$ cat src/rtl/snand_pe_pkg.sv
package snand_pe_pkg;
  localparam logic [7:0] OP_WREN     = 8'h06;
  localparam logic [7:0] OP_WRDI     = 8'h04;
  localparam logic [7:0] OP_ERASE    = 8'hD8;
  localparam logic [7:0] OP_LOAD     = 8'h84;
  localparam logic [7:0] OP_EXEC     = 8'h10;
  localparam logic [7:0] OP_GETF     = 8'h0F;
  localparam logic [7:0] FEAT_STATUS = 8'hC0;
  localparam int ST_BUSY  = 0;
  localparam int ST_EFAIL = 2;
  localparam int ST_PFAIL = 3;
  localparam logic [7:0] STAT_MASK = 8'h0D;

  typedef enum logic [2:0] {
    S_IDLE, S_WREN, S_LOAD, S_EXEC, S_POLL, S_WAIT, S_WRDI
  } seq_st_e;
endpackage

$ cat src/rtl/snand_spi_byte.sv
module snand_spi_byte #(
  parameter int CLK_DIV = 2
) (
  input  logic       clk,
  input  logic       rst,
  input  logic       start,
  input  logic [7:0] tx,
  input  logic       miso,
  output logic       done,
  output logic [7:0] rx,
  output logic       sclk,
  output logic       mosi
);
  localparam int DW = (CLK_DIV > 1) ? $clog2(CLK_DIV) : 1;

  logic          active;
  logic [7:0]    sh;
  logic [2:0]    bits;
  logic [DW-1:0] dcnt;

  assign mosi = sh[7];

  always_ff @(posedge clk) begin
    if (rst) begin
      active <= 1'b0;
      sh     <= '0;
      bits   <= '0;
      dcnt   <= '0;
      sclk   <= 1'b0;
      done   <= 1'b0;
      rx     <= '0;
    end else begin
      done <= 1'b0;
      if (!active) begin
        if (start) begin
          active <= 1'b1;
          sh     <= tx;
          bits   <= '0;
          dcnt   <= '0;
          sclk   <= 1'b0;
        end
      end else if (dcnt == DW'(CLK_DIV - 1)) begin
        dcnt <= '0;
        if (!sclk) begin
          sclk <= 1'b1;
          rx   <= {rx[6:0], miso};
        end else begin
          sclk <= 1'b0;
          if (bits == 3'd7) begin
            active <= 1'b0;
            done   <= 1'b1;
          end else begin
            bits <= bits + 3'd1;
            sh   <= {sh[6:0], 1'b0};
          end
        end
      end else begin
        dcnt <= dcnt + DW'(1);
      end
    end
  end
endmodule

$ cat src/rtl/snand_frame.sv
module snand_frame #(
  parameter int CLK_DIV = 2,
  parameter int LEN_W   = 12
) (
  input  logic             clk,
  input  logic             rst,
  input  logic             start,
  input  logic [31:0]      hdr,
  input  logic [2:0]       hdr_n,
  input  logic [LEN_W-1:0] tail_n,
  input  logic             tail_rd,
  input  logic [7:0]       dat_byte,
  output logic             dat_pop,
  output logic             done,
  output logic [7:0]       rx_byte,
  output logic             cs_n,
  output logic             sclk,
  output logic             mosi,
  input  logic             miso
);
  localparam int GAP = 2 * CLK_DIV;
  localparam int GW  = (GAP > 1) ? $clog2(GAP) : 1;

  typedef enum logic [1:0] {F_IDLE, F_SHIFT, F_GAP} frm_st_e;

  frm_st_e          st;
  logic [31:0]      hsh;
  logic [2:0]       hcnt;
  logic [LEN_W-1:0] tcnt;
  logic             rd_q;
  logic             go;
  logic [GW-1:0]    gcnt;
  logic             b_start, b_done;
  logic [7:0]       b_tx, b_rx;

  snand_spi_byte #(.CLK_DIV(CLK_DIV)) u_byte (
    .clk(clk), .rst(rst), .start(b_start), .tx(b_tx), .miso(miso),
    .done(b_done), .rx(b_rx), .sclk(sclk), .mosi(mosi)
  );

  always_ff @(posedge clk) begin
    if (rst) begin
      st      <= F_IDLE;
      hsh     <= '0;
      hcnt    <= '0;
      tcnt    <= '0;
      rd_q    <= 1'b0;
      go      <= 1'b0;
      gcnt    <= '0;
      b_start <= 1'b0;
      b_tx    <= '0;
      dat_pop <= 1'b0;
      done    <= 1'b0;
      rx_byte <= '0;
      cs_n    <= 1'b1;
    end else begin
      b_start <= 1'b0;
      dat_pop <= 1'b0;
      done    <= 1'b0;
      case (st)
        F_IDLE: if (start) begin
          hsh  <= hdr;
          hcnt <= hdr_n;
          tcnt <= tail_n;
          rd_q <= tail_rd;
          cs_n <= 1'b0;
          go   <= 1'b1;
          st   <= F_SHIFT;
        end
        F_SHIFT: begin
          if (go) begin
            go      <= 1'b0;
            b_start <= 1'b1;
            if (hcnt != 3'd0) begin
              b_tx <= hsh[31:24];
              hsh  <= {hsh[23:0], 8'h00};
              hcnt <= hcnt - 3'd1;
            end else begin
              b_tx    <= rd_q ? 8'h00 : dat_byte;
              dat_pop <= !rd_q;
              tcnt    <= tcnt - LEN_W'(1);
            end
          end else if (b_done) begin
            if (hcnt != 3'd0 || tcnt != '0) begin
              go <= 1'b1;
            end else begin
              rx_byte <= b_rx;
              cs_n    <= 1'b1;
              gcnt    <= '0;
              st      <= F_GAP;
            end
          end
        end
        F_GAP: begin
          if (gcnt == GW'(GAP - 1)) begin
            done <= 1'b1;
            st   <= F_IDLE;
          end else begin
            gcnt <= gcnt + GW'(1);
          end
        end
        default: st <= F_IDLE;
      endcase
    end
  end


  dat_pop_in_frame_chk: assert property (@(posedge clk) disable iff (rst)
    dat_pop |-> !cs_n);
endmodule

$ cat src/rtl/snand_poll_timer.sv
module snand_poll_timer #(
  parameter int POLL_CYC = 12500
) (
  input  logic clk,
  input  logic rst,
  input  logic start,
  output logic expire
);
  localparam int TW = (POLL_CYC > 1) ? $clog2(POLL_CYC) : 1;

  logic          run;
  logic [TW-1:0] cnt;

  always_ff @(posedge clk) begin
    if (rst) begin
      run    <= 1'b0;
      cnt    <= '0;
      expire <= 1'b0;
    end else begin
      expire <= 1'b0;
      if (start) begin
        run <= 1'b1;
        cnt <= '0;
      end else if (run) begin
        if (cnt == TW'(POLL_CYC - 1)) begin
          run    <= 1'b0;
          expire <= 1'b1;
        end else begin
          cnt <= cnt + TW'(1);
        end
      end
    end
  end
endmodule

$ cat src/rtl/snand_pe_seq.sv
module snand_pe_seq
  import snand_pe_pkg::*;
#(
  parameter int CLK_DIV       = 2,
  parameter int POLL_CYC      = 12500,
  parameter int MAX_POLLS     = 200,
  parameter int PAGES_PER_BLK = 64,
  parameter int BLK_W         = 10,
  parameter int ROW_W         = 16,
  parameter int COL_W         = 12,
  parameter int LEN_W         = 12
) (
  input  logic             clk,
  input  logic             rst,
  input  logic             req_valid,
  input  logic             req_prog,
  input  logic [BLK_W-1:0] req_block,
  input  logic [ROW_W-1:0] req_row,
  input  logic [COL_W-1:0] req_col,
  input  logic [LEN_W-1:0] req_len,
  input  logic [7:0]       dat_byte,
  output logic             dat_pop,
  output logic             busy,
  output logic             done,
  output logic             fail,
  output logic             timeout,
  output logic             spi_cs_n,
  output logic             spi_sclk,
  output logic             spi_mosi,
  input  logic             spi_miso
);
  localparam int PG_BITS = $clog2(PAGES_PER_BLK);
  localparam int PW      = $clog2(MAX_POLLS + 1);
  localparam int GAP     = 2 * CLK_DIV;
  localparam int CGW     = $clog2(GAP + 1);

  seq_st_e          st;
  logic             is_prog;
  logic [23:0]      row_q;
  logic [15:0]      col_q;
  logic [LEN_W-1:0] len_q;
  logic [PW-1:0]    polls;
  logic             to_q;
  logic             f_go, f_rd, f_done;
  logic [31:0]      f_hdr;
  logic [2:0]       f_hn;
  logic [LEN_W-1:0] f_tn;
  logic [7:0]       f_rx, stat;
  logic             t_go, t_exp;
  logic             fail_bit;

  snand_frame #(.CLK_DIV(CLK_DIV), .LEN_W(LEN_W)) u_frame (
    .clk(clk), .rst(rst), .start(f_go), .hdr(f_hdr), .hdr_n(f_hn),
    .tail_n(f_tn), .tail_rd(f_rd), .dat_byte(dat_byte), .dat_pop(dat_pop),
    .done(f_done), .rx_byte(f_rx), .cs_n(spi_cs_n), .sclk(spi_sclk),
    .mosi(spi_mosi), .miso(spi_miso)
  );

  snand_poll_timer #(.POLL_CYC(POLL_CYC)) u_timer (
    .clk(clk), .rst(rst), .start(t_go), .expire(t_exp)
  );

  assign stat     = f_rx & STAT_MASK;
  assign fail_bit = is_prog ? stat[ST_PFAIL] : stat[ST_EFAIL];

  always_ff @(posedge clk) begin
    if (rst) begin
      st      <= S_IDLE;
      busy    <= 1'b0;
      done    <= 1'b0;
      fail    <= 1'b0;
      timeout <= 1'b0;
      is_prog <= 1'b0;
      row_q   <= '0;
      col_q   <= '0;
      len_q   <= '0;
      polls   <= '0;
      to_q    <= 1'b0;
      f_go    <= 1'b0;
      f_rd    <= 1'b0;
      f_hdr   <= '0;
      f_hn    <= '0;
      f_tn    <= '0;
      t_go    <= 1'b0;
    end else begin
      done    <= 1'b0;
      fail    <= 1'b0;
      timeout <= 1'b0;
      f_go    <= 1'b0;
      t_go    <= 1'b0;
      case (st)
        S_IDLE: if (req_valid) begin
          busy    <= 1'b1;
          is_prog <= req_prog;
          row_q   <= req_prog ? 24'(req_row) : (24'(req_block) << PG_BITS);
          col_q   <= 16'(req_col);
          len_q   <= req_len;
          polls   <= '0;
          f_go    <= 1'b1;
          f_hdr   <= {OP_WREN, 24'h0};
          f_hn    <= 3'd1;
          f_tn    <= '0;
          f_rd    <= 1'b0;
          st      <= S_WREN;
        end
        S_WREN: if (f_done) begin
          f_go <= 1'b1;
          f_rd <= 1'b0;
          if (is_prog) begin
            f_hdr <= {OP_LOAD, col_q, 8'h00};
            f_hn  <= 3'd3;
            f_tn  <= len_q;
            st    <= S_LOAD;
          end else begin
            f_hdr <= {OP_ERASE, row_q};
            f_hn  <= 3'd4;
            f_tn  <= '0;
            st    <= S_EXEC;
          end
        end
        S_LOAD: if (f_done) begin
          f_go  <= 1'b1;
          f_hdr <= {OP_EXEC, row_q};
          f_hn  <= 3'd4;
          f_tn  <= '0;
          st    <= S_EXEC;
        end
        S_EXEC: if (f_done) begin
          f_go  <= 1'b1;
          f_hdr <= {OP_GETF, FEAT_STATUS, 16'h0};
          f_hn  <= 3'd2;
          f_tn  <= LEN_W'(1);
          f_rd  <= 1'b1;
          st    <= S_POLL;
        end
        S_POLL: if (f_done) begin
          polls <= polls + PW'(1);
          if (!stat[ST_BUSY] && !fail_bit) begin
            done <= 1'b1;
            busy <= 1'b0;
            st   <= S_IDLE;
          end else if (!stat[ST_BUSY] || polls == PW'(MAX_POLLS - 1)) begin
            to_q  <= stat[ST_BUSY];
            f_go  <= 1'b1;
            f_hdr <= {OP_WRDI, 24'h0};
            f_hn  <= 3'd1;
            f_tn  <= '0;
            f_rd  <= 1'b0;
            st    <= S_WRDI;
          end else begin
            t_go <= 1'b1;
            st   <= S_WAIT;
          end
        end
        S_WAIT: if (t_exp) begin
          f_go <= 1'b1;
          st   <= S_POLL;
        end
        S_WRDI: if (f_done) begin
          busy    <= 1'b0;
          timeout <= to_q;
          fail    <= !to_q;
          st      <= S_IDLE;
        end
        default: st <= S_IDLE;
      endcase
    end
  end

  logic [CGW-1:0] cs_hi_cnt;
  always_ff @(posedge clk) begin
    if (rst) cs_hi_cnt <= CGW'(GAP);
    else if (!spi_cs_n) cs_hi_cnt <= '0;
    else if (cs_hi_cnt != CGW'(GAP)) cs_hi_cnt <= cs_hi_cnt + CGW'(1);
  end


  flag_onehot_chk: assert property (@(posedge clk) disable iff (rst)
    $onehot0({done, fail, timeout}));

  busy_release_chk: assert property (@(posedge clk) disable iff (rst)
    $fell(busy) |-> (done || fail || timeout));

  flag_idle_chk: assert property (@(posedge clk) disable iff (rst)
    (done || fail || timeout) |-> !busy);

  sclk_idle_chk: assert property (@(posedge clk) disable iff (rst)
    spi_cs_n |-> !spi_sclk);

  cs_gap_chk: assert property (@(posedge clk) disable iff (rst)
    $fell(spi_cs_n) |-> (cs_hi_cnt >= CGW'(GAP)));

  timeout_count_chk: assert property (@(posedge clk) disable iff (rst)
    timeout |-> (polls == PW'(MAX_POLLS)));
endmodule

$ cat config.mk
export PLATFORM = sky130hd
export DESIGN_NAME = snand_pe_seq
export DESIGN_NICKNAME = d
export VERILOG_FILES = /design/src/rtl/snand_pe_pkg.sv /design/src/rtl/snand_spi_byte.sv /design/src/rtl/snand_frame.sv /design/src/rtl/snand_poll_timer.sv /design/src/rtl/snand_pe_seq.sv
export SDC_FILE = /design/constraint.sdc
export NUM_CORES = 1
export LEC_CHECK = 0
export ABC_AREA = 1
export BUFFER_PORTS_ARGS = -buffer_cell sky130_fd_sc_hd__buf_4
export CAP_MARGIN = 20
export CORE_MARGIN = 5
export CORE_UTILIZATION = 45
export CTS_CLUSTER_DIAMETER = 100
export DETAILED_ROUTE_END_ITERATION = 7
export PLACE_DENSITY = 0.77
export SYNTH_ARGS = -nofsm -noshare
export SYNTH_HDL_FRONTEND = slang
export SYNTH_SLANG_ARGS = --single-unit
$ cat constraint.sdc
create_clock -name clk -period 1.5 [get_ports clk]
set_input_delay 0.225 -clock clk [delete_from_list [all_inputs] [get_ports clk]]
set_output_delay 0.225 -clock clk [all_outputs]
set_load 0.005 [all_outputs]
==> impl_metrics.py, run 1 <==
metrics = {
    "status": {
        "outcome": "finished with violations",
        "violations": "setup timing",
    },
    "final_layout": {
        "syn_to_final_growth_pct": 34.9,
        "final_nets": 1508,
        "diodes": 0,
        "final_util_pct": 61.9,
        "drive_gt1_share_pct": 23.5,
        "fillCellCount": 1610,
    },
    "timing": {
        "min_period_ns": 1.62,
        "hold_viol_final": 0,
        "setup_viol": 43,
        "tightest_slew_ns": 0.566,
        "slew_headroom_pct": 62.0,
        "worst_slack_ns": -0.119,
        "fin_skew_ns": 0.0153,
        "fin_crit_sh_pct": 108,
        "rsz0062_at_grt": "true",
        "drv_slew": 0,
        "fmax_ghz": 0.618,
    },
    "clock_network": {
        "cts-root-buf": "clkbuf_16",
        "clkTransAtPathRegs_ns": 0.07,
        "cts_tree": "done",
        "cts_buffer_depth": 3,
        "cts_buffers": 23,
        "numClockSinks": 205,
        "cts_max_level": 1,
        "clk_latency_ns": 0.51,
    },
    "critical_path": {
        "cp_num_buf_inv": 3,
        "slowest_delay_ns": 0.36,
        "cp_top_family": "simple AND/OR/NAND/NOR gates",
        "endpoint_kind": "flip-flop",
        "cp-startpoint": "st[1]",
        "crit_fanout": 4,
        "criticalPathCategory": "flip-flop to flip-flop",
        "cpMaxStageDelayCell": "dfxtp_4",
        "cp-start-kind": "flip-flop",
        "timing.rr.start": "st[1]",
        "required_ns": 1.89,
        "crit_chain": "nor2_4 -> inv_2 -> o211ai_1 -> nand3_4 -> nor2_8 -> buf_8 -> clkbuf_16 -> nand2_2 -> nand2_1 -> nor2_1",
        "r2r_slack_ns": -0.12,
        "worstPathArrival_ns": 2.01,
    },
    "die": {
        "dieHeight_um": 151,
        "core_sq_um": 19600,
        "die_w_um": 151,
        "initial_core_util_pct": 45.9,
        "die_area_sq_um": 22900,
        "ios": 71,
        "rows": 51,
    },
    "synthesis": {
        "synth.avg_cell_area_sq_um": 7.10,
        "syn_area_sq_um": 8990,
        "netlist_instances": 1265,
        "synthAdderAreaFrac_pct": 1.25,
        "synth_top_family_by_area": "simple AND/OR/NAND/NOR gates",
        "ys_top_cells_by_count": "322 x nand2_1, 205 x dfxtp_1, 134 x nor2_1, 124 x o21ai_0, 117 x a21oi_1",
        "yosysTopAreaCell": "dfxtp_1",
        "synth_mux_area_share_pct": 0.891,
        "synth_compound_area_share_pct": 17.9,
        "ys_seq_area_share_pct": 45.7,
        "synth_warnings": 0,
        "ys_seq_elements": 205,
        "syn_nets": 1337,
        "synthMostInstantiatedCell": "nand2_1",
        "ys_types": 37,
        "ys_top_cells_by_area": "dfxtp_1 46%, nand2_1 13%, o21ai_0 6.9%",
        "postSynth.asyncResetShare_pct": 0,
        "synthSimpleGateAreaFrac_pct": 25.9,
        "synth_ff_type": "dfxtp_1",
        "synth_xor_area_share_pct": 0.585,
        "yosysTopAreaCellShare_pct": 45.7,
        "synth-edff-count": 0,
    },
    "drt": {
        "drtIter0Drc": 712,
        "antenna_left": 0,
        "routed_via_density": 5.25,
        "drc": 0,
        "wl_per_cell_um": 14.8,
        "drt_first_pass_iters": 5,
        "route.vias.total": 9017,
        "wirelength_mm": 25.5,
    },
    "power": {
        "p_leak_nw": 4.99,
        "ir_drop_mv": 1.25,
        "cell_internal_pwr_w": 0.0146,
        "p_sw_share_pct": 36.6,
        "power_w": 0.0230,
        "switching_power_w": 0.00841,
        "power_density_nw_per_um2": 1890,
        "power_frac_seq_pct": 30.8,
        "clock_power_share_pct": 26.9,
        "pwr-share-comb_pct": 42.3,
    },
    "hold_path": {
        "holdCritStartpoint": "req_col[4]",
        "hp-class": "input pin to flip-flop",
    },
    "grt": {
        "grt_max_degree": 54,
        "track_usage_pct": 20.0,
        "antenna_found_initial": 0,
        "grt_pass1_wl_mm": 38.1,
        "grt_overflow": 0,
        "first_global_vias": 8117,
    },
    "place": {
        "place.gp.congestion": 0.871,
        "place_hpwl_mm": 15.7,
        "io_buffers": 70,
        "dp_slack_ns": -0.140,
    },
    "job": {
        "maxCapViolCount": 0,
    },
}
final timing paths:
check / endpoint / cells past startpoint
worst min register to register: fail / 1
worst max-delay path: f_tn[5] / 10
worst max register to register: f_tn[5] / 10
worst min-delay path: col_q[4] / 3
flip-flops by register name (all words and copies together) (netlist names), 3 cells and up:
register             flops
u_timer.cnt             14
u_frame.tcnt            12
polls                    8
f_hdr                   27
col_q                   12
u_frame.u_byte.bits      3
f_tn                    12
u_frame.u_byte.sh        8
u_frame.b_tx             8
f_hn                     3
st                       3
u_frame.hsh             32
u_frame.u_byte.rx        4
len_q                   12
u_frame.hcnt             3
row_q                   16
u_frame.rx_byte          3
stage by stage:
| stage | hold WS, ns | setup TNS, ns | std cells | area, sq um |
|---|---|---|---|---|
| floorplan | 0.368 | 0 | 1265 | 9030 |
| global placement | 0.403 | -0.317 | 1632 | 10300 |
| detailed placement | 0.407 | -1.86 | 1632 | 10300 |
| CTS | 0.000367 | -1.22 | 1695 | 11500 |
| global route | 0.0146 | -7.64 | 1717 | 12100 |
| finish | 0.00526 | -3.36 | 1717 | 12100 |
final cells by class:
cell class                      instances  area (sq um)  share of cell area, %
Tap cell                              265           332                   2.73
Clock buffer                           27           621                   5.12
Sequential cell                       205          4120                   34.0
Clock inverter                         14           223                   1.84
Inverter                              114           454                   3.75
Timing Repair Buffer                  205          1870                   15.4
Multi-Input combinational cell        887          4500                   37.1
layout by cell type (no fill, tap or decap), types with 14 or more instances in the layout:
| cell type | instances |
|---|---|
| nand3_1 | 51 |
| nand4_1 | 17 |
| inv_1 | 92 |
| clkbuf_16 | 30 |
| dfxtp_1 | 193 |
| nor3_1 | 15 |
| o21ai_1 | 20 |
| nor2_1 | 120 |
| buf_4 | 158 |
| a31oi_1 | 33 |
| o21ai_0 | 101 |
| nor2_2 | 14 |
| nand2_1 | 296 |
| nand2_2 | 25 |
| dlygate4sd3_1 | 20 |
| a21oi_1 | 108 |
kinds of logic after synthesis:
group	Yosys count
AO/OA/AOI/OAI	300
adder cells (fa/ha/maj)	9
XOR/XNOR	6
flip-flops	205
buffers and inverters	173
multiplexers	8
AND/OR/NAND/NOR	564
per-layer routing:
metal	vias to the layer above	global-route usage, %	share of wire [%]
met2	272	34.1	49
li1	4509	-	-
met5	-	0	0
met3	49	2.78	5.4
met4	0	5.26	2.5
met1	4187	26.6	44
worst register-to-register path: stages (launching register included):
cell,delay [ns]
dfxtp_4,0.36
nor2_4,0.17
inv_2,0.05
o211ai_1,0.15
nand3_4,0.14
nor2_8,0.17
buf_8,0.16
clkbuf_16,0.15
nand2_2,0.04
nand2_1,0.07
nor2_1,0.05
power groups by stage:
stage               registers, W  logic [W]  clock network, W
floorplan                0.00693    0.00490                 0
global placement         0.00707    0.00685                 0
detailed placement       0.00709    0.00698                 0
CTS                      0.00700    0.00733           0.00626
global route             0.00716     0.0106           0.00651
finish                   0.00707    0.00972           0.00618
repair_timing:
action / in CTS / in global routing
hold buffers: 20 / 0
pin swaps: 1 / 27
gates cloned: 1 / 9
endpoints found under the setup margin: 79 / 132
gates resized for setup: 24 / 124
buffers inserted: 1 / 13
endpoints found under the hold margin: 23 / 0
Note: power is estimated with default switching activity, not from simulation.
==> run 2: changes to the inputs <==
--- a/config.mk
+++ b/config.mk
@@ -9,10 +9,10 @@
 export BUFFER_PORTS_ARGS = -buffer_cell sky130_fd_sc_hd__buf_4
 export CAP_MARGIN = 20
 export CORE_MARGIN = 5
-export CORE_UTILIZATION = 45
+export CORE_UTILIZATION = 50
 export CTS_CLUSTER_DIAMETER = 100
 export DETAILED_ROUTE_END_ITERATION = 7
-export PLACE_DENSITY = 0.77
+export PLACE_DENSITY = 0.83
 export SYNTH_ARGS = -nofsm -noshare
 export SYNTH_HDL_FRONTEND = slang
 export SYNTH_SLANG_ARGS = --single-unit
==> constraint.sdc (replaced) <==
create_clock -name clk -period 1.45 [get_ports clk]
set_input_delay 0.2175 -clock clk [delete_from_list [all_inputs] [get_ports clk]]
set_output_delay 0.2175 -clock clk [all_outputs]
set_load 0.005 [all_outputs]
==> run 2 against run 1 <==
Compared with the run above:
- the run still ends with setup timing left
- sequential power grew 5.2%
- combinational power increased by 22%
- final cell count down 0.76%
- register-to-register slack worse by 0.14 ns
- flip-flop and latch count is the same
- first-iteration DRC count increased by 47%
- core utilization up 9.9 points
- maximum frequency down 5.2%
- global-route usage is 3.2 points higher
- largest power group unchanged
- via count is 8.8% higher
- critical path type unchanged
- die area is 9.4% lower
- count of clock-buffer cells in the layout rose by 6
==> impl_metrics.py, run 2 (same netlist as run 1, synthesis figures left out) <==
metrics = {
    "timing": {
        "min_period_ns": 1.71,
        "tightest_slew_ns": 0.504,
        "slew_headroom_pct": 66.1,
        "fmax_ghz": 0.585,
        "hold_slack_ns": 0.00333,
        "fin_skew_ns": 0.0209,
        "setup_viol": 89,
        "hold_viol_final": 0,
        "fin_crit_sh_pct": 118,
        "fin_tns_setup_ns": -8.29,
        "rsz0062_at_grt": "true",
        "worst_slack_ns": -0.258,
        "drv_slew": 0,
    },
    "critical_path": {
        "required_ns": 1.83,
        "worstPathArrival_ns": 2.09,
        "crit_chain": "buf_12 -> inv_1 -> nand3_1 -> nand3_1 -> nand2_2 -> nand2_4 -> nor2_8 -> buf_12 -> clkbuf_16 -> o21ai_0 -> nor2_1",
        "criticalPathCategory": "flip-flop to flip-flop",
        "cp-start-kind": "flip-flop",
        "cpMaxStageDelayCell": "dfxtp_4",
        "crit_fanout": 8,
        "endpoint_kind": "flip-flop",
        "slowest_delay_ns": 0.36,
    },
    "final_layout": {
        "fillCellCount": 1122,
        "top_regs": "u_frame.hsh x32, f_hdr x27, row_q x16",
        "fin_cells": 1704,
        "diodes": 0,
        "final_common_cell": "nand2_1",
        "regArea_sq_um": 4130,
        "final_nets": 1531,
        "final_cell_mix": "285 x nand2_1, 189 x dfxtp_1, 156 x buf_4, 109 x nor2_1, 93 x a21oi_1",
        "fin_area_sq_um": 12800,
        "drive_gt1_share_pct": 30.2,
        "multiInputGateArea_sq_um": 4940,
        "syn_to_final_growth_pct": 42.6,
        "largest_reg_flops": 32,
        "largest-register": "u_frame.hsh",
    },
    "grt": {
        "use_met1_pct": 30.2,
        "first_global_vias": 8597,
        "grtUsageMet2_pct": 39.5,
        "grt_overflow": 0,
        "antenna_found_initial": 0,
        "met3_usage_pct": 3.87,
        "busiest_layer": "met2",
        "track_usage_pct": 23.2,
        "grt_pass1_wl_mm": 40.4,
        "grt_max_degree": 41,
    },
    "job": {
        "maxCapViolCount": 0,
    },
    "drt": {
        "drc": 0,
        "routed_via_density": 5.75,
        "drtIter0Drc": 1049,
        "route.vias.total": 9806,
        "drt_first_pass_iters": 7,
        "wirelength_mm": 30.3,
        "wl_per_cell_um": 17.8,
        "antenna_left": 0,
    },
    "clock_network": {
        "cts_buffer_depth": 3,
        "cts_max_level": 1,
        "numClockSinks": 205,
        "clkTransAtPathRegs_ns": 0.06,
        "cts-root-buf": "clkbuf_16",
        "clk_latency_ns": 0.51,
        "cts_tree": "done",
        "cts_buffers": 23,
    },
    "die": {
        "die_area_sq_um": 20800,
        "die_w_um": 144,
        "rows": 49,
        "core_sq_um": 17800,
        "ios": 71,
        "dieHeight_um": 144,
        "initial_core_util_pct": 50.4,
    },
    "power": {
        "power_frac_seq_pct": 29.5,
        "switching_power_w": 0.00989,
        "pwr-share-comb_pct": 47.1,
        "clock_power_share_pct": 23.4,
        "power_density_nw_per_um2": 1970,
        "cell_internal_pwr_w": 0.0153,
        "p_sw_share_pct": 39.2,
        "power_w": 0.0252,
        "ir_drop_mv": 1.35,
        "p_leak_nw": 5.23,
    },
    "place": {
        "place_hpwl_mm": 15.8,
        "io_buffers": 70,
        "place.gp.congestion": 0.915,
        "place_inst": 1601,
        "post_dp_cell_area_sq_um": 10400,
    },
    "status": {
        "violations": "setup timing",
        "outcome": "finished with violations",
    },
    "hold_path": {
        "hp-class": "input pin to flip-flop",
    },
}
-- run 2: cell count changes in the layout (fill, tap and decap cells not counted), sizes merged --
cell and change:
buf +27, clkinv +3, bufinv -4, clkbuf +3
dlygate4sd3 -4, clkinvlp -1, inv -1
-- run 2: metal layers --
layer,routed length (um),vias up
li1,-,4568
met1,11400,4531
met2,15200,556
met3,2370,151
met4,1330,0
met5,0,-
-- run 2: metrics by stage --
| step | util [%] | setup slack, ns |
|---|---|---|
| final | 71.8 | -0.258 |
| after global routing | 71.8 | -0.321 |
| after CTS | 65.0 | -0.121 |
| after detailed placement | 58.3 | -0.180 |
| after global placement | 58.3 | -0.0855 |
| after floorplan | - | 0.000611 |
-- run 2: cell type report --
class | count | share of cell area [%]
Multi-Input combinational cell | 887 | 38.6
Clock buffer | 33 | 5.49
Timing Repair inverter | 3 | 0.156
Inverter | 114 | 3.79
Timing Repair Buffer | 225 | 16.9
Sequential cell | 205 | 32.2
Tap cell | 229 | 2.24
Clock inverter | 8 | 0.615
-- run 2: repair_timing --
item	in CTS	in global routing
pin swaps	5	49
hold buffers	15	1
setup endpoints to repair	131	159
setup buffers	4	30
gates cloned	3	12
endpoints found under the hold margin	15	1
resized for setup	50	262
-- run 2: worst paths after layout --
check	slack, ns	endpoint	start	depth (start not counted)
max	-0.26	f_hdr[10]	st[0]	11
min	0.003	col_q[1]	req_col[1]	3
max reg2reg	-0.26	f_hdr[10]	st[0]	11
min reg2reg	0.42	fail	to_q	1
-- run 2: worst max-delay path, delay by kind of cell, from the launching register on --
family	cells	cell delay [ns]
DFF	1	0.36
and+or+nand+nor	6	0.52
buffers and inverters	4	0.49
AOI/OAI and AO/OA	1	0.21
-- run 2: power groups by stage --
stage,sequential (W),clock (W),combinational [W]
6_report,0.00744,0.00591,0.0119
4_1_cts,0.00726,0.00589,0.00795
5_1_grt,0.00751,0.00622,0.0127
3_3_place_gp,0.00733,0,0.00706
2_1_floorplan,0.00718,0,0.00511
3_5_place_dp,0.00735,0,0.00724
